===== src/rtl/rs_enc_pkg.sv =====
package rs_enc_pkg;

  localparam int SYM_W = 8;
  // x^8 + x^4 + x^3 + x^2 + 1
  localparam logic [SYM_W:0] FIELD_POLY = 9'h11D;

  typedef enum logic [1:0] {
    SEL_PASS = 2'd0,
    SEL_ZERO = 2'd1,
    SEL_PAR  = 2'd2
  } outSel_e;

  typedef enum logic [1:0] {
    PH_MSG = 2'd0,
    PH_PAD = 2'd1,
    PH_PAR = 2'd2
  } phase_e;

  // strobes from control to datapath
  typedef struct packed {
    outSel_e sel;
    logic    feed;
    logic    unload;
  } laneCtl_t;

  function automatic logic [SYM_W-1:0] gfMul(input logic [SYM_W-1:0] a,
                                             input logic [SYM_W-1:0] b);
    logic [SYM_W-1:0] acc;
    logic [SYM_W-1:0] x;
    acc = '0;
    x   = a;
    for (int i = 0; i < SYM_W; i++) begin
      if (b[i]) acc = acc ^ x;
      x = x[SYM_W-1] ? ({x[SYM_W-2:0], 1'b0} ^ FIELD_POLY[SYM_W-1:0])
                     : {x[SYM_W-2:0], 1'b0};
    end
    return acc;
  endfunction

endpackage


===== src/rtl/rs_enc_lane.sv =====
module rs_enc_lane
  import rs_enc_pkg::*;
#(
  parameter int NPAR = 12
) (
  input  logic             clk,
  input  logic             rst,
  input  logic             feed,
  input  logic             unload,
  input  logic [SYM_W-1:0] sym,
  output logic [SYM_W-1:0] parOut
);

  // generator coefficients x^0..x^(NPAR-1); x^NPAR term is 1
  function automatic logic [NPAR*SYM_W-1:0] genPoly();
    logic [NPAR:0][SYM_W-1:0] c;
    logic [SYM_W-1:0]         root;
    logic [NPAR*SYM_W-1:0]    flat;
    c    = '0;
    c[0] = 8'h01;
    root = 8'h01;
    for (int k = 0; k < NPAR; k++) begin
      for (int j = NPAR; j > 0; j--) c[j] = c[j-1] ^ gfMul(c[j], root);
      c[0] = gfMul(c[0], root);
      root = gfMul(root, 8'h02);
    end
    for (int j = 0; j < NPAR; j++) flat[j*SYM_W +: SYM_W] = c[j];
    return flat;
  endfunction

  localparam logic [NPAR*SYM_W-1:0] GEN = genPoly();

  logic [NPAR-1:0][SYM_W-1:0] rem;
  logic [NPAR-1:0][SYM_W-1:0] remNext;
  logic [NPAR-1:0][SYM_W-1:0] tap;
  logic [SYM_W-1:0]           fb;

  assign fb = sym ^ rem[NPAR-1];

  for (genvar i = 0; i < NPAR; i++) begin : g_tap
    assign tap[i] = gfMul(fb, GEN[i*SYM_W +: SYM_W]);
  end

  always_comb begin
    remNext = rem;
    if (feed) begin
      remNext[0] = tap[0];
      for (int i = 1; i < NPAR; i++) remNext[i] = rem[i-1] ^ tap[i];
    end else if (unload) begin
      // shift parity out top-first; zeros fill behind, leaving a cleared register
      remNext[0] = '0;
      for (int i = 1; i < NPAR; i++) remNext[i] = rem[i-1];
    end
  end

  always_ff @(posedge clk) begin
    if (rst) rem <= '0;
    else     rem <= remNext;
  end

  assign parOut = rem[NPAR-1];

endmodule


===== src/rtl/rs_enc_datapath.sv =====
module rs_enc_datapath
  import rs_enc_pkg::*;
#(
  parameter int LANES = 2,
  parameter int NPAR  = 12
) (
  input  logic                   clk,
  input  logic                   rst,
  input  laneCtl_t               ctl,
  input  logic [LANES*SYM_W-1:0] inData,
  output logic [LANES*SYM_W-1:0] outData
);

  for (genvar l = 0; l < LANES; l++) begin : g_lane
    logic [SYM_W-1:0] sym;
    logic [SYM_W-1:0] par;
    logic [SYM_W-1:0] laneOut;

    assign sym = (ctl.sel == SEL_ZERO) ? '0 : inData[l*SYM_W +: SYM_W];

    rs_enc_lane #(.NPAR(NPAR)) u_lane (
      .clk    (clk),
      .rst    (rst),
      .feed   (ctl.feed),
      .unload (ctl.unload),
      .sym    (sym),
      .parOut (par)
    );

    always_comb begin
      case (ctl.sel)
        SEL_PAR:  laneOut = par;
        SEL_ZERO: laneOut = '0;
        default:  laneOut = inData[l*SYM_W +: SYM_W];
      endcase
    end

    assign outData[l*SYM_W +: SYM_W] = laneOut;
  end

endmodule


===== src/rtl/rs_enc_ctrl.sv =====
module rs_enc_ctrl
  import rs_enc_pkg::*;
#(
  parameter int MSG_LEN = 243,
  parameter int NPAR    = 12
) (
  input  logic     clk,
  input  logic     rst,
  input  logic     inValid,
  input  logic     inLast,
  input  logic     outReady,
  output logic     inReady,
  output logic     outValid,
  output logic     outWrite,
  output logic     outParity,
  output laneCtl_t ctl
);

  localparam int CNT_W = $clog2(MSG_LEN + 1);
  localparam int PAR_W = $clog2(NPAR + 1);
  localparam logic [CNT_W-1:0] SYM_LAST = CNT_W'(MSG_LEN - 1);
  localparam logic [PAR_W-1:0] PAR_LAST = PAR_W'(NPAR - 1);

  phase_e           phase;
  logic [CNT_W-1:0] symCnt;
  logic [PAR_W-1:0] parCnt;
  logic             fire;

  assign outValid  = (phase == PH_MSG) ? inValid : 1'b1;
  assign inReady   = (phase == PH_MSG) && outReady;
  assign outWrite  = (phase != PH_PAD);
  assign outParity = (phase == PH_PAR);
  assign fire      = outValid && outReady;

  always_comb begin
    ctl.feed   = fire && (phase != PH_PAR);
    ctl.unload = fire && (phase == PH_PAR);
    case (phase)
      PH_PAD:  ctl.sel = SEL_ZERO;
      PH_PAR:  ctl.sel = SEL_PAR;
      default: ctl.sel = SEL_PASS;
    endcase
  end

  always_ff @(posedge clk) begin
    if (rst) begin
      phase  <= PH_MSG;
      symCnt <= '0;
      parCnt <= '0;
    end else if (fire) begin
      case (phase)
        PH_MSG: begin
          if (symCnt == SYM_LAST) begin
            phase  <= PH_PAR;
            symCnt <= '0;
          end else begin
            symCnt <= symCnt + 1'b1;
            if (inLast) phase <= PH_PAD;
          end
        end
        PH_PAD: begin
          if (symCnt == SYM_LAST) begin
            phase  <= PH_PAR;
            symCnt <= '0;
          end else begin
            symCnt <= symCnt + 1'b1;
          end
        end
        default: begin
          if (parCnt == PAR_LAST) begin
            phase  <= PH_MSG;
            parCnt <= '0;
          end else begin
            parCnt <= parCnt + 1'b1;
          end
        end
      endcase
    end
  end

  // after the last parity word the next word is a message word
  p_block_end_r3: assert property (@(posedge clk) disable iff (rst)
    (fire && outParity && parCnt == PAR_LAST) |=> (!outParity && outWrite));

  // early end of page starts zero padding
  p_pad_start_r5: assert property (@(posedge clk) disable iff (rst)
    (inValid && inReady && inLast && symCnt != SYM_LAST) |=> (outValid && !outWrite));

  // a full block goes straight to parity
  p_boundary_r6: assert property (@(posedge clk) disable iff (rst)
    (fire && outWrite && !outParity && symCnt == SYM_LAST) |=> outParity);

  // input is refused while padding or parity is offered
  p_no_take_r7: assert property (@(posedge clk) disable iff (rst)
    (outValid && (outParity || !outWrite)) |-> !inReady);

  // a stalled padding/parity word keeps its kind
  p_hold_r8: assert property (@(posedge clk) disable iff (rst)
    ((outParity || !outWrite) && !outReady) |=>
      ($stable(outParity) && $stable(outWrite) && outValid));

endmodule


===== src/rtl/rs_page_encoder.sv =====
module rs_page_encoder
  import rs_enc_pkg::*;
#(
  parameter int LANES   = 2,
  parameter int MSG_LEN = 243,
  parameter int NPAR    = 12
) (
  input  logic                   clk,
  input  logic                   rst,
  input  logic                   inValid,
  output logic                   inReady,
  input  logic [LANES*SYM_W-1:0] inData,
  input  logic                   inLast,
  output logic                   outValid,
  input  logic                   outReady,
  output logic [LANES*SYM_W-1:0] outData,
  output logic                   outWrite,
  output logic                   outParity
);

  laneCtl_t ctl;

  rs_enc_ctrl #(.MSG_LEN(MSG_LEN), .NPAR(NPAR)) u_ctrl (
    .clk       (clk),
    .rst       (rst),
    .inValid   (inValid),
    .inLast    (inLast),
    .outReady  (outReady),
    .inReady   (inReady),
    .outValid  (outValid),
    .outWrite  (outWrite),
    .outParity (outParity),
    .ctl       (ctl)
  );

  rs_enc_datapath #(.LANES(LANES), .NPAR(NPAR)) u_dp (
    .clk     (clk),
    .rst     (rst),
    .ctl     (ctl),
    .inData  (inData),
    .outData (outData)
  );

endmodule


===== config.mk =====
export PLATFORM = sky130hd
export DESIGN_NAME = rs_page_encoder
export DESIGN_NICKNAME = d
export VERILOG_FILES = /design/src/rtl/rs_enc_pkg.sv /design/src/rtl/rs_enc_lane.sv /design/src/rtl/rs_enc_datapath.sv /design/src/rtl/rs_enc_ctrl.sv /design/src/rtl/rs_page_encoder.sv
export SDC_FILE = /design/constraint.sdc
export NUM_CORES = 1
export LEC_CHECK = 0
export ABC_CLOCK_PERIOD_IN_PS = 6400
export BUFFER_PORTS_ARGS = -buffer_cell sky130_fd_sc_hd__buf_2
export CORE_ASPECT_RATIO = 1.25
export CORE_UTILIZATION = 55
export CTS_CLUSTER_SIZE = 24
export DETAILED_ROUTE_END_ITERATION = 10
export GPL_ROUTABILITY_DRIVEN = 0
export GPL_TIMING_DRIVEN = 0
export PLACE_DENSITY_LB_ADDON = 0.2
export SLEW_MARGIN = 20
export SYNTH_ARGS = -nofsm -noshare
export SYNTH_HDL_FRONTEND = slang
export SYNTH_SLANG_ARGS = --single-unit
export TNS_END_PERCENT = 20

===== constraint.sdc =====
create_clock -name clk -period 6.4 [get_ports clk]
set_input_delay 0.64 -clock clk [delete_from_list [all_inputs] [get_ports clk]]
set_output_delay 0.64 -clock clk [all_outputs]
set_load 0.01 [all_outputs]

== Yosys cells after proc, flatten, opt, wreduce, memory -nomap -nowiden ==
Cells that the tools add are included.

* Bits in registers: 206
* Output and inout bits: 20
* Logic and storage cells: 174

* Add/subtract/negate cells: 2
* Equality and inequality tests: 10
* Multiplexer cells: 31
* Bitwise operators: 93
* Reduce and logical (&&, ||, !) cells: 11

{| class="wikitable"
|+ Operator list
! cell !! number
|-
| XOR 8 bit || 78
|-
| 2-to-1 mux 96 bit || 4
|-
| 2-to-1 mux 5 bit || 14
|-
| NOT 4 bit || 14
|-
| one-hot mux 8 bit (2 select lines) || 2
|-
| 2-to-1 mux 8 bit || 3
|-
| adder 8 x 1 -> 8 bit, second input constant || 1
|-
| equality test 8 bit, second input constant || 1
|-
| 2-to-1 mux 2 bit || 4
|-
| one-hot mux 2 bit (2 select lines) || 2
|-
| adder 4 x 1 -> 4 bit, second input constant || 1
|-
| equality test 2 x 1 -> 1 bit, second input constant || 2
|-
| equality test 2 bit, second input constant || 2
|-
| equality test 4 bit, second input constant || 1
|-
| logical AND 1 bit || 4
|-
| 2-to-1 mux 4 bit || 1
|-
| inequality test 2 x 1 -> 1 bit, second input constant || 2
|-
| AND reduction 2 bit || 2
|-
| AND reduction 4 bit || 1
|-
| inequality test 3 bit, second input constant || 1
|-
| nonzero test 3 bit || 1
|-
| logical NOT 2 bit || 1
|-
| inequality test 2 bit, second input constant || 1
|-
| nonzero test 2 bit || 1
|-
| 3 further kinds || 3
|}

== Longest topological paths before layout ==
Gate-level depths: netlist of the first run.

* Depth after elaboration: 22
* Mapped depth: 14
* Gate-level depth less buffers: 10

== Hierarchy ==
A second synthesis of the first run with hierarchy kept.

* Cells, all modules: 1466
* Area, all modules: 12936.2 sq um

{| class="wikitable"
|+ Modules (own cells, without submodules)
! module !! instances !! cells an instance !! area an instance (sq um) !! seq. area each (sq um)
|-
| rs_enc_lane (u_dp.g_lane[1].u_lane) || 1 || 662 || 5975.7 || 1921.8
|-
| rs_enc_lane (u_dp.g_lane[0].u_lane) || 1 || 670 || 5795.6 || 1921.8
|-
| rs_enc_ctrl || 1 || 91 || 815.8 || 280.3
|-
| rs_enc_datapath || 1 || 43 || 349.1 || 0.0
|}

== Worst setup path after synthesis of the first run ==
Ideal clock, no wire load.

* Path kind: in2reg
* Start: input port inData[15]
* End: register u_dp.g_lane[1].u_lane.rem[18] (netlist bit)
* Library setup time: 0.091 ns
* Data arrival time: 2.972 ns
* Path slack: 3.337 ns
* Stages: 9
* Buffers on the path: 1
* Cell sequence: buf_4 > xnor2_1 > nor2_1 > xor2_2 > xnor3_1 > xnor2_1 > xnor3_1 > or3_1 > a311oi_1

* Cells in the longest elaborated chain, start to end: 12
* Elaborated cells on any way between the ends: 17

{| class="wikitable"
|+ Ends and longest elaborated chain
! what !! RTL line !! RTL
|-
| from (decl) || rs_page_encoder.sv:12 || <nowiki>input logic [LANES*SYM_W-1:0] inData,</nowiki>
|-
| 2-to-1 mux 8 bit (*) || rs_enc_datapath.sv:19 || <nowiki>assign sym = (ctl.sel == SEL_ZERO) ? '0 : inData[l*SYM_W +: SYM_W];</nowiki>
|-
| XOR 8 bit (*) || rs_enc_lane.sv:38 || <nowiki>assign fb = sym ^ rem[NPAR-1];</nowiki>
|-
| 2-to-1 mux 5 bit (*) || rs_enc_pkg.sv:34 || <nowiki>x = x[SYM_W-1] ? ({x[SYM_W-2:0], 1'b0} ^ FIELD_POLY[SYM_W-1:0])</nowiki>
|-
| 2-to-1 mux 5 bit || rs_enc_pkg.sv:34 ||
|-
| NOT 4 bit (no source line) || n/a ||
|-
| 2-to-1 mux 5 bit || rs_enc_pkg.sv:34 ||
|-
| XOR 8 bit (3 in a row) || rs_enc_pkg.sv:33 || <nowiki>if (b[i]) acc = acc ^ x;</nowiki>
|-
| XOR 8 bit (*) || rs_enc_pkg.sv:33 ||
|-
| XOR 8 bit (*) || rs_enc_lane.sv:48 || <nowiki>for (int i = 1; i < NPAR; i++) remNext[i] = rem[i-1] ^ tap[i];</nowiki>
|-
| 2-to-1 mux 96 bit (*) || rs_enc_lane.sv:46 || <nowiki>if (feed) begin</nowiki>
|-
| to (signal assigned) || rs_enc_lane.sv:58 || <nowiki>else rem <= remNext;</nowiki>
|-
| to (decl) || rs_enc_lane.sv:33 || <nowiki>logic [NPAR-1:0][SYM_W-1:0] rem;</nowiki>
|}

Mark *: on every way between the ends. The rest lies on a longest branch, timed or not.
A chain may end at the register's enable or synchronous reset.

== Worst setup path after layout of the first run ==
* Start: register u_ctrl.phase[1]
* End: register u_dp.g_lane[0].u_lane.rem[63] (netlist bit)

* Cells in the longest elaborated chain, start to end: 15
* Elaborated cells on any way between the ends: 27

{| class="wikitable"
|+ Ends and longest elaborated chain
! what !! RTL line !! RTL
|-
| from (decl) || rs_enc_ctrl.sv:24 || <nowiki>phase_e phase;</nowiki>
|-
| from (signal assigned) || rs_enc_ctrl.sv:47 || <nowiki>phase <= PH_MSG;</nowiki>
|-
| from (signal assigned) || rs_enc_ctrl.sv:54 || <nowiki>phase <= PH_PAR;</nowiki>
|-
| from (signal assigned) || rs_enc_ctrl.sv:58 || <nowiki>if (inLast) phase <= PH_PAD;</nowiki>
|-
| equality test 2 bit or equality test 2 x 1 -> 1 bit (tied branches) || rs_enc_ctrl.sv:37, rs_enc_ctrl.sv:38 ||
|-
| one-hot mux 2 bit (2 select lines) || rs_enc_ctrl.sv:38 || <nowiki>case (phase)</nowiki>
|-
| equality test 2 x 1 -> 1 bit || rs_enc_datapath.sv:19 ||
|-
| 2-to-1 mux 8 bit || rs_enc_datapath.sv:19 ||
|-
| XOR 8 bit || rs_enc_lane.sv:38 ||
|-
| NOT 4 bit (no source line) or 2-to-1 mux 5 bit (tied branches) || n/a ||
|-
| 2-to-1 mux 5 bit or NOT 4 bit (tied branches) || n/a ||
|-
| NOT 4 bit (no source line) or 2-to-1 mux 5 bit (tied branches) || n/a ||
|-
| 2-to-1 mux 5 bit or NOT 4 bit (tied branches) || n/a ||
|-
| NOT 4 bit (no source line) or 2-to-1 mux 5 bit (tied branches) || n/a ||
|-
| 2-to-1 mux 5 bit or NOT 4 bit (tied branches) || n/a ||
|-
| XOR 8 bit or 2-to-1 mux 5 bit (tied branches) || rs_enc_pkg.sv:33, rs_enc_pkg.sv:34 ||
|-
| XOR 8 bit || rs_enc_pkg.sv:33 ||
|-
| XOR 8 bit || rs_enc_lane.sv:48 ||
|-
| 2-to-1 mux 96 bit || rs_enc_lane.sv:46 ||
|-
| to (signal assigned) || rs_enc_lane.sv:58 ||
|-
| to (decl) || rs_enc_lane.sv:33 ||
|}

Several ways; a longest one is shown, not always the timed one.

==> results of run 1 <==
-- critical path: stages, from the launching register on --
cell and delay (ps):
dfxtp_1 330, inv_1 80, ha_1 270, buf_6 200
buf_6 160, buf_6 150, buf_4 170, nor2_1 70
xnor2_1 920, xnor2_1 410, xnor2_1 220, nor2_1 360
xnor2_1 150, a211oi_1 240
-- synthesized netlist by cell type, types with 2 or more instances --
cell	number	area [µm²]
or3_1	70	438
clkbuf_1	102	383
buf_4	2	15.0
nor2_1	296	1110
a211oi_1	105	788
a22oi_1	14	105
dfxtp_1	206	4120
buf_6	4	45.0
nand2b_1	8	50.1
o21ai_0	87	435
buf_2	4	20.0
xor2_2	2	32.5
nand4_1	4	25.0
xnor2_1	265	2320
xnor3_1	17	383
and2_1	4	25.0
buf_1	5	18.8
a21oi_1	14	70.1
nor3_1	5	25.0
nand3_1	19	95.1
nor2b_1	26	163
xor3_1	3	71.3
a311oi_1	68	596
inv_1	22	82.6
nand2_1	26	97.6
xnor2_2	14	228
mux2i_1	6	60.1
ha_1	7	87.6
xor2_1	88	771
-- flip-flops by register name, indices dropped and copies added, names as in the netlist --
register and flops:
u_ctrl.parCnt 4, u_ctrl.phase 2, u_ctrl.symCnt 8, u_dp.g_lane.u_lane.parOut 16, u_dp.g_lane.u_lane.rem 176
-- layout make-up --
| cell class | count | area (µm²) |
|---|---|---|
| tap | 288 | 360 |
| multi-input combinational | 1159 | 8140 |
| timing repair buffer | 36 | 180 |
| clock buffer | 34 | 678 |
| buffer | 117 | 482 |
| sequential | 206 | 4120 |
| inverter | 22 | 82.6 |
| clock inverter | 10 | 91.3 |
| fill | 2018 | 8750 |
-- metrics by stage --
step	hold WS, ps	worst slack, ps	total power [µW]
3_3_place_gp	444	2360	8190
4_1_cts	443	2290	9670
3_5_place_dp	462	2310	8280
5_1_grt	477	2450	10300
6_report	445	2590	9900
2_1_floorplan	437	3340	6760
-- cell families after synthesis --
family / Yosys count
simple gates: 463
fa+ha+maj: 7
mux: 6
buf+inv: 139
flops: 206
xor+xnor: 392
compound gates: 291
-- layer usage --
metal,vias up,wire (µm)
met5,-,17
met4,2,3760
met3,225,4100
met2,685,20700
met1,5521,17000
li1,5254,-
-- report_power, final --
group / switching (µW) / internal, µW
clock: 577 / 780
combinational: 3820 / 2880
sequential: 252 / 1590
total: 4650 / 5250
-- worst min path at each step --
stage,end,depth (start not counted),slack (ps),start
5_1_grt,u_dp.g_lane[0].u_lane.rem[28],2,480,u_dp.g_lane[0].u_lane.rem[28]
2_1_floorplan,u_dp.g_lane[1].u_lane.rem[19],2,440,u_dp.g_lane[1].u_lane.rem[19]
3_3_place_gp,u_dp.g_lane[1].u_lane.rem[19],2,440,u_dp.g_lane[1].u_lane.rem[19]
3_5_place_dp,u_dp.g_lane[0].u_lane.rem[28],2,460,u_dp.g_lane[0].u_lane.rem[28]
6_report,u_ctrl.parCnt[1],3,450,outReady
4_1_cts,u_ctrl.parCnt[1],3,440,outReady
==> run_results.csv, run 1 <==
group,metric,value,unit
status,status,"complete, no violations",
clocking,htree_levels,1,
worst_setup_path,crit_fanout,10,
placement,placedCellCount,1828,
finish,layout.cells.non_filler,1872,
placement,place_area,13400,µm²
finish,num_antenna_cells,0,
yosys,yosys_warnings,0,
worst_setup_path,rr_worst_depth,13,
yosys,syn_area,12800,µm²
clocking,clockRootBuffer,"clkbuf_16",
hold_path,hold_class,"primary input to flop",
routing,vias,11700,
clocking,holdBufCountCts,0,
clocking,cts_tree,"built",
global_route,grt_max_degree,13,
routing,viasPerCell,6.24,
sta,max-slew-margin-rel,0.188,
floorplanning,die_x,138,µm
routing,drc,0,
yosys,synth_simple_gate_area_frac,0.161,
finish,nets,1594,
worst_setup_path,start_kind,"flop",
clocking,cts_sinks,206,
yosys,ys_seq_elements,206,
global_route,grtUsageTotal,0.377,
finish,utilization,0.618,
worst_setup_path,cp-end-kind,"flop",
sta,finalSetupTns,0,ps
floorplanning,fp.dieArea,23900,µm²
floorplanning,die_y,173,µm
worst_setup_path,rrSetupSlack,2590,ps
sta,drv_slew,0,
sta,rsz0062_at_grt,"false",
worst_setup_path,critPathLaunch,"u_ctrl.phase[1]",
yosys,synthMuxAreaShare,0.00469,
global_route,grt_busiest_layer,"met2",
routing,antenna_left,0,
routing,firstDrtPassIters,6,
clocking,clk_pin_slew_worst_paths,60,ps
worst_setup_path,endpoint,"u_dp.g_lane[0].u_lane.rem[63]",
sta,finClkSkew,28.3,ps
sta,final-hold-violation-count,0,
sta,period_minus_slack,3810,ps
finish,mostFrequentLayoutCells,"296 x nor2_1, 262 x xnor2_1, 206 x dfxtp_1",
global_route,antenna_found_initial,1,
yosys,synthArstFlopShare,0,
routing,routedWlPerCell,24.4,µm
routing,first_iter_violations,1286,
floorplanning,start_util,0.559,
sta,fmax,0.263,GHz
finish,final_area,14100,µm²
clocking,cts-resized-gates,0,
routing,totalWireLength,45600,µm
pwr,p_per_area,701,nW/µm²
sta,report.final.setup_viol,0,
clocking,cts_made_buffers,24,
yosys,postSynthCellCount,1504,
yosys,synth_xor_area_frac,0.303,
clocking,cts_setup_buffers,0,
yosys,synth_top_family_by_area,"XOR/XNOR gates",
finish,area_growth_syn_to_layout,10.4,%
flow_run,maxCapViolations,0,
finish,final_common_cell,"nor2_1",
worst_setup_path,rr_endpoint,"u_dp.g_lane[0].u_lane.rem[63]",
yosys,synth-compound-area-share,0.158,
placement,hpwl,32800,µm
sta,fin_crit_sh,0.595,
worst_setup_path,cp.required,6850,ps
yosys,synth_area_per_cell,8.51,µm²
yosys,synth-seq-area-share,0.322,
yosys,synthFlopType,"dfxtp_1",
worst_setup_path,r2r-start,"u_ctrl.phase[1]",
pwr,power.leakage,0.00521,µW
pwr,vdd_drop_max,464,µV
yosys,synth_fa_ha_area_frac,0.00684,
global_route,grt_use_met3,0.0662,
clocking,clk_path_buf_depth,3,
clocking,insertion_delay,550,ps
finish,layout-drive-gt1-share,0.0688,
placement,port_buffers,36,
worst_setup_path,critical_path_class,"flop to flop",
global_route,grt_pass1_vias,11100,
worst_setup_path,arrival,4260,ps
floorplanning,num_rows,62,
yosys,synth_nets,1532,
yosys,ys_types,40,
global_route,grt_pass1_wl,66900,µm
sta,worst_slew_pin_slew,1210,ps
global_route,use_met1,0.444,
floorplanning,ios,41,
yosys,synth_edf_count,0,
global_route,grt.overflow.total,0,
global_route,gr-usage-met2,0.610,
floorplanning,core_area,22900,µm²
(Power assumes the default switching activity.)
==> run 2: changes to the inputs <==
--- a/config.mk
+++ b/config.mk
@@ -5,7 +5,7 @@
 export SDC_FILE = /design/constraint.sdc
 export NUM_CORES = 1
 export LEC_CHECK = 0
-export ABC_CLOCK_PERIOD_IN_PS = 6400
+export ABC_CLOCK_PERIOD_IN_PS = 3500
 export BUFFER_PORTS_ARGS = -buffer_cell sky130_fd_sc_hd__buf_2
 export CORE_ASPECT_RATIO = 1.25
 export CORE_UTILIZATION = 55
==> constraint.sdc (replaced) <==
create_clock -name clk -period 3.5 [get_ports clk]
set_input_delay 0.35 -clock clk [delete_from_list [all_inputs] [get_ports clk]]
set_output_delay 0.35 -clock clk [all_outputs]
set_load 0.01 [all_outputs]
==> run 2 against run 1 <==
Net effect: non-clock buffer count up 2; flip-flop and latch count unchanged; first-iteration DRC count down 1.4%; setup slack worse by 2500 ps; final area up 1.9%; sequential power up 83%; via count about the same; clock-buffer cell count unchanged; clock power up 82%.
==> run_results.csv, run 2 (synthesized netlist as in run 1, its figures left out) <==
group,metric,value,unit
global_route,grt_pass1_wl,67100,µm
clocking,clk_path_buf_depth,3,
finish,seq_area,4120,µm²
worst_setup_path,rr_endpoint,"u_dp.g_lane[1].u_lane.rem[18]",
global_route,grt_max_degree,13,
floorplanning,core_area,22900,µm²
hold_path,timing.hold.worst.start,"outReady",
floorplanning,num_rows,62,
routing,totalWireLength,45700,µm
finish,utilization,0.629,
global_route,grt.overflow.total,0,
worst_setup_path,critPathMaxStageDelay,580,ps
flow_run,maxCapViolations,0,
sta,period_minus_slack,3460,ps
sta,worst_slew_pin_slew,1140,ps
worst_setup_path,cp-end-kind,"flop",
routing,first_iter_violations,1268,
global_route,antenna_found_initial,0,
sta,drv_slew,0,
hold_path,whs_path_depth,3,
clocking,clockRootBuffer,"clkbuf_16",
routing,routedWlPerCell,24.4,µm
placement,place_area,13400,µm²
worst_setup_path,critPathSlowestCell,"xnor3_2",
sta,fin_crit_sh,0.988,
worst_setup_path,arrival,3890,ps
sta,fmax,0.289,GHz
sta,finClkSkew,31.0,ps
finish,num_antenna_cells,0,
clocking,clk_pin_slew_worst_paths,60,ps
worst_setup_path,rrSetupSlack,40,ps
worst_setup_path,crit_family,"XOR/XNOR gates",
sta,final-hold-violation-count,0,
finish,final_common_cell,"nor2_1",
floorplanning,die_y,173,µm
finish,multi_input_area,8380,µm²
routing,antenna_left,0,
worst_setup_path,cp.required,3930,ps
worst_setup_path,path_buf_inv,2,
worst_setup_path,rr_worst_depth,10,
finish,mostFrequentLayoutCells,"295 x nor2_1, 247 x xnor2_1, 206 x dfxtp_1",
clocking,cts_made_buffers,24,
worst_setup_path,cp_cell_sequence,"inv_1 > ha_1 > buf_6 > nor2_1 > xor2_4 > xnor3_2 > xnor2_1 > xnor3_1 > or3_1 > a311oi_1",
finish,final_area,14400,µm²
placement,port_buffers,36,
clocking,cts_tree,"built",
pwr,power.leakage,0.00533,µW
sta,max-slew-margin-rel,0.238,
placement,hpwl,32800,µm
worst_setup_path,r2r-start,"u_ctrl.phase[1]",
clocking,cts_sinks,206,
routing,firstDrtPassIters,7,
routing,vias,11700,
finish,nets,1596,
floorplanning,fp.dieArea,23900,µm²
clocking,insertion_delay,550,ps
pwr,vdd_drop_max,847,µV
worst_setup_path,start_kind,"flop",
finish,largest_reg_flops,176,
routing,viasPerCell,6.24,
pwr,p_per_area,1280,nW/µm²
floorplanning,start_util,0.559,
global_route,grtUsageTotal,0.377,
worst_setup_path,critPathLaunch,"u_ctrl.phase[1]",
placement,pre_cts_ws,-593,ps
sta,rsz0062_at_grt,"true",
clocking,htree_levels,1,
finish,layout-drive-gt1-share,0.0870,
finish,fillers,1971,
sta,report.final.setup_viol,0,
finish,regMostFlops,"u_dp.g_lane.u_lane.rem",
sta,worst_slack,43.7,ps
floorplanning,die_x,138,µm
worst_setup_path,critical_path_class,"flop to flop",
hold_path,hold_end,"u_ctrl.parCnt[1]",
finish,area_growth_syn_to_layout,12.5,%
floorplanning,ios,41,
worst_setup_path,crit_fanout,10,
global_route,grt_pass1_vias,11100,
routing,drc,0,
status,status,"complete, no violations",
hold_path,hold_class,"primary input to flop",
[run 2: power by group]
group	total, µW	switching [µW]	internal, µW
sequential	3370	463	2910
clock	2480	1060	1430
combinational	12500	7090	5450
[run 2: cell type report]
type | instances | area share
plain buffers | 117 | 0.0340
clock buffers | 34 | 0.0471
clock inverters | 10 | 0.00634
inverters | 22 | 0.00573
multi-input cells | 1159 | 0.582
flip-flops and latches | 206 | 0.286
well taps | 288 | 0.0250
repair buffers | 38 | 0.0136
[run 2: worst max path at each step]
stage / endpoint / cells after the start
floorplan: u_dp.g_lane[1].u_lane.rem[18] / 10
global placement: u_dp.g_lane[1].u_lane.rem[53] / 10
detailed placement: u_dp.g_lane[1].u_lane.rem[53] / 10
CTS: u_dp.g_lane[1].u_lane.rem[21] / 11
global route: u_dp.g_lane[1].u_lane.rem[18] / 10
finish: u_dp.g_lane[1].u_lane.rem[18] / 10
[run 2: metrics by stage]
stage               hold slack, ps  std cells  TNS (ps)  power (µW)
floorplan                      437       1504         0       12400
global placement               444       1828     -2970       15000
detailed placement             462       1828     -3350       15100
CTS                            153       1872      -127       17800
global route                   189       1874      -138       19100
finish                         158       1874         0       18400
[run 2: timing repair]
item                                    4_1_cts  5_1_grt
cloned                                        0        0
hold buffers                                  0        0
pin swaps                                     0        1
setup buffers                                 0        2
resized for setup                            12       28
endpoints found under the setup margin       22       59
[run 2: worst reg2reg max path, stage by stage (launching register included)]
cell and delay [ps]:
dfxtp_1 370, inv_1 80, ha_1 260, buf_6 190, nor2_1 380, xor2_4 360
xnor3_2 580, xnor2_1 210, xnor3_1 350, or3_1 330, a311oi_1 260
[run 2: layer usage]
metal | routed length [µm] | track usage | vias to the layer above
met5 | 0 | 0 | -
met4 | 3890 | 0.297 | 0
met3 | 4480 | 0.0681 | 212
met2 | 20900 | 0.610 | 704
met1 | 16500 | 0.443 | 5521
li1 | - | - | 5248
==> run 3: changes to the inputs <==
--- a/config.mk
+++ b/config.mk
@@ -5,7 +5,7 @@
 export SDC_FILE = /design/constraint.sdc
 export NUM_CORES = 1
 export LEC_CHECK = 0
-export ABC_CLOCK_PERIOD_IN_PS = 3500
+export ABC_CLOCK_PERIOD_IN_PS = 3400
 export BUFFER_PORTS_ARGS = -buffer_cell sky130_fd_sc_hd__buf_2
 export CORE_ASPECT_RATIO = 1.25
 export CORE_UTILIZATION = 55
==> constraint.sdc (replaced) <==
create_clock -name clk -period 3.4 [get_ports clk]
set_input_delay 0.34 -clock clk [delete_from_list [all_inputs] [get_ports clk]]
set_output_delay 0.34 -clock clk [all_outputs]
set_load 0.01 [all_outputs]
==> run 3 against run 2 <==
Net effect: the flow now finishes with violations (setup timing); largest power group unchanged; register-to-register slack worse by 140 ps; clock power is 3% higher; core utilization increased by 1.0 points; worst hold slack got worse by 9.4 ps; largest cell class unchanged; clock skew shrank 1.2 ps; flip-flop and latch count did not move.
==> run_results.csv, run 3 (synthesized netlist as in run 1, its figures left out) <==
group,metric,value,unit
status,status,"complete, but fails checks",
status,violations,"setup timing",
sta,period_minus_slack,3500,ps
clocking,cts_tree,"built",
sta,worst_slew_pin_slew,1150,ps
sta,fmax,0.286,GHz
sta,finClkSkew,29.8,ps
hold_path,whs_path_depth,3,
sta,final-hold-violation-count,0,
worst_setup_path,rr_worst_depth,10,
finish,regMostFlops,"u_dp.g_lane.u_lane.rem",
global_route,antenna_found_initial,0,
worst_setup_path,cp.required,3840,ps
pwr,vdd_drop_max,872,µV
pwr,power.leakage,0.00541,µW
global_route,grt_pass1_vias,11100,
clocking,clockRootBuffer,"clkbuf_16",
floorplanning,fp.dieArea,23900,µm²
placement,hpwl,32800,µm
worst_setup_path,critPathMaxStageDelay,550,ps
global_route,grt_pass1_wl,67200,µm
sta,holdWs,149,ps
global_route,grtUsageTotal,0.378,
finish,area_growth_syn_to_layout,14.3,%
pwr,p_per_area,1310,nW/µm²
flow_run,maxCapViolations,0,
hold_path,hold_class,"primary input to flop",
routing,vias,11700,
finish,largest_reg_flops,176,
sta,report.final.setup_viol,4,
hold_path,timing.hold.worst.start,"outReady",
finish,layout-drive-gt1-share,0.0974,
clocking,insertion_delay,550,ps
finish,mostFrequentLayoutCells,"294 x nor2_1, 242 x xnor2_1, 206 x dfxtp_1",
sta,rsz0062_at_grt,"true",
clocking,cts_sinks,206,
clocking,clk_pin_slew_worst_paths,60,ps
finish,utilization,0.639,
pwr,share_clk_of_total_power,0.133,
pwr,p_sw,8980,µW
placement,port_buffers,36,
sta,drv_slew,0,
routing,totalWireLength,46000,µm
clocking,cts_made_buffers,24,
finish,layout.cells.non_filler,1880,
finish,final_common_cell,"nor2_1",
worst_setup_path,r2r-start,"u_ctrl.phase[1]",
routing,drc,0,
floorplanning,ios,41,
pwr,seq_power_share,0.181,
pwr,power,19200,µW
routing,viasPerCell,6.22,
routing,first_iter_violations,1259,
routing,antenna_left,0,
global_route,grt.overflow.total,0,
floorplanning,core_area,22900,µm²
floorplanning,die_y,173,µm
hold_path,hold_end,"u_ctrl.parCnt[1]",
clocking,clk_path_buf_depth,3,
floorplanning,num_rows,62,
worst_setup_path,start_kind,"flop",
worst_setup_path,crit_fanout,10,
finish,num_antenna_cells,0,
worst_setup_path,critical_path_class,"flop to flop",
sta,max-slew-margin-rel,0.237,
routing,firstDrtPassIters,5,
finish,nets,1602,
worst_setup_path,critPathMostFrequentCell,"xnor2_1",
worst_setup_path,cp-end-kind,"flop",
floorplanning,start_util,0.559,
placement,placedCellCount,1828,
routing,routedWlPerCell,24.4,µm
worst_setup_path,rrSetupSlack,-100,ps
pwr,switching_share,0.467,
sta,fin_crit_sh,1.03,
worst_setup_path,rr_endpoint,"u_dp.g_lane[0].u_lane.rem[38]",
clocking,htree_levels,1,
sta,worst_slack,-98.2,ps
global_route,grt_max_degree,13,
worst_setup_path,cp_cell_sequence,"inv_1 > ha_1 > buf_6 > nor2_1 > xnor2_2 > xnor2_1 > xnor2_1 > xor2_1 > or3_1 > a311oi_1",
floorplanning,die_x,138,µm
pwr,p_int,10300,µW
worst_setup_path,arrival,3940,ps
clocking,holdBufCountCts,0,
worst_setup_path,critPathSlowestCell,"xnor2_1",
pwr,power_frac_comb,0.687,
run 3: changes by cell type in the layout (fill, tap and decap cells not counted), sizes merged:
cell	delta
clkbuf	+1
clkdlybuf4s15	+1
buf	+4
run 3: power by group through the flow:
stage,combinational (µW),clock [µW],sequential [µW]
6_report,13200,2560,3470
5_1_grt,13800,2640,3510
4_1_cts,12300,2550,3440
3_5_place_dp,12100,0,3490
3_3_place_gp,12000,0,3470
2_1_floorplan,9400,0,3330
run 3: timing repair:
action | 4_1_cts | 5_1_grt
resized for setup | 22 | 39
pin swaps | 1 | 2
buffers inserted | 0 | 8
setup endpoints to repair | 44 | 57
cloned | 0 | 0
hold endpoints to repair | 0 | 0
run 3: worst max-delay path: cells and delay by family (launching register included):
kind	cells	cell delay, ps
adder cells (fa/ha/maj)	1	260
flip-flops	1	370
AO/OA/AOI/OAI	1	280
buffers and inverters	2	260
AND/OR/NAND/NOR	2	820
XOR/XNOR	4	1420
run 3: routing by layer:
metal,part of all wire,GRT usage,vias to the layer above,routed length [µm]
li1,-,-,5251,-
met1,0.36,0.443,5556,16800
met2,0.46,0.610,677,21000
met3,0.092,0.0695,213,4240
met4,0.086,0.302,0,3960
met5,0,0,-,0
run 3: through the flow:
step	setup WS (ps)	area, µm²	setup TNS (ps)
floorplan	444	12800	0
global placement	-641	13300	-5480
detailed placement	-693	13400	-5990
CTS	-106	14300	-196
global route	-161	14600	-1260
finish	-98.2	14600	-173
run 3: area by class of cell:
class | instances | area (µm²)
multi-input cells | 1159 | 8560
fillers | 1934 | 8250
flip-flops and latches | 206 | 4120
clock buffers | 34 | 678
plain buffers | 117 | 498
well taps | 288 | 360
repair buffers | 44 | 240
clock inverters | 10 | 91.3
inverters | 22 | 82.6
run 3: how the worst max path moves through the flow:
stage	end	cells after the start	from	slack, ps
2_1_floorplan	u_dp.g_lane[1].u_lane.rem[18]	10	u_ctrl.phase[1]	440
3_3_place_gp	u_dp.g_lane[1].u_lane.rem[53]	10	u_ctrl.phase[1]	-640
3_5_place_dp	u_dp.g_lane[1].u_lane.rem[53]	10	u_ctrl.phase[1]	-690
4_1_cts	u_dp.g_lane[0].u_lane.rem[15]	11	u_ctrl.phase[1]	-110
5_1_grt	u_dp.g_lane[1].u_lane.rem[58]	11	u_ctrl.phase[1]	-160
6_report	u_dp.g_lane[0].u_lane.rem[38]	10	u_ctrl.phase[1]	-100
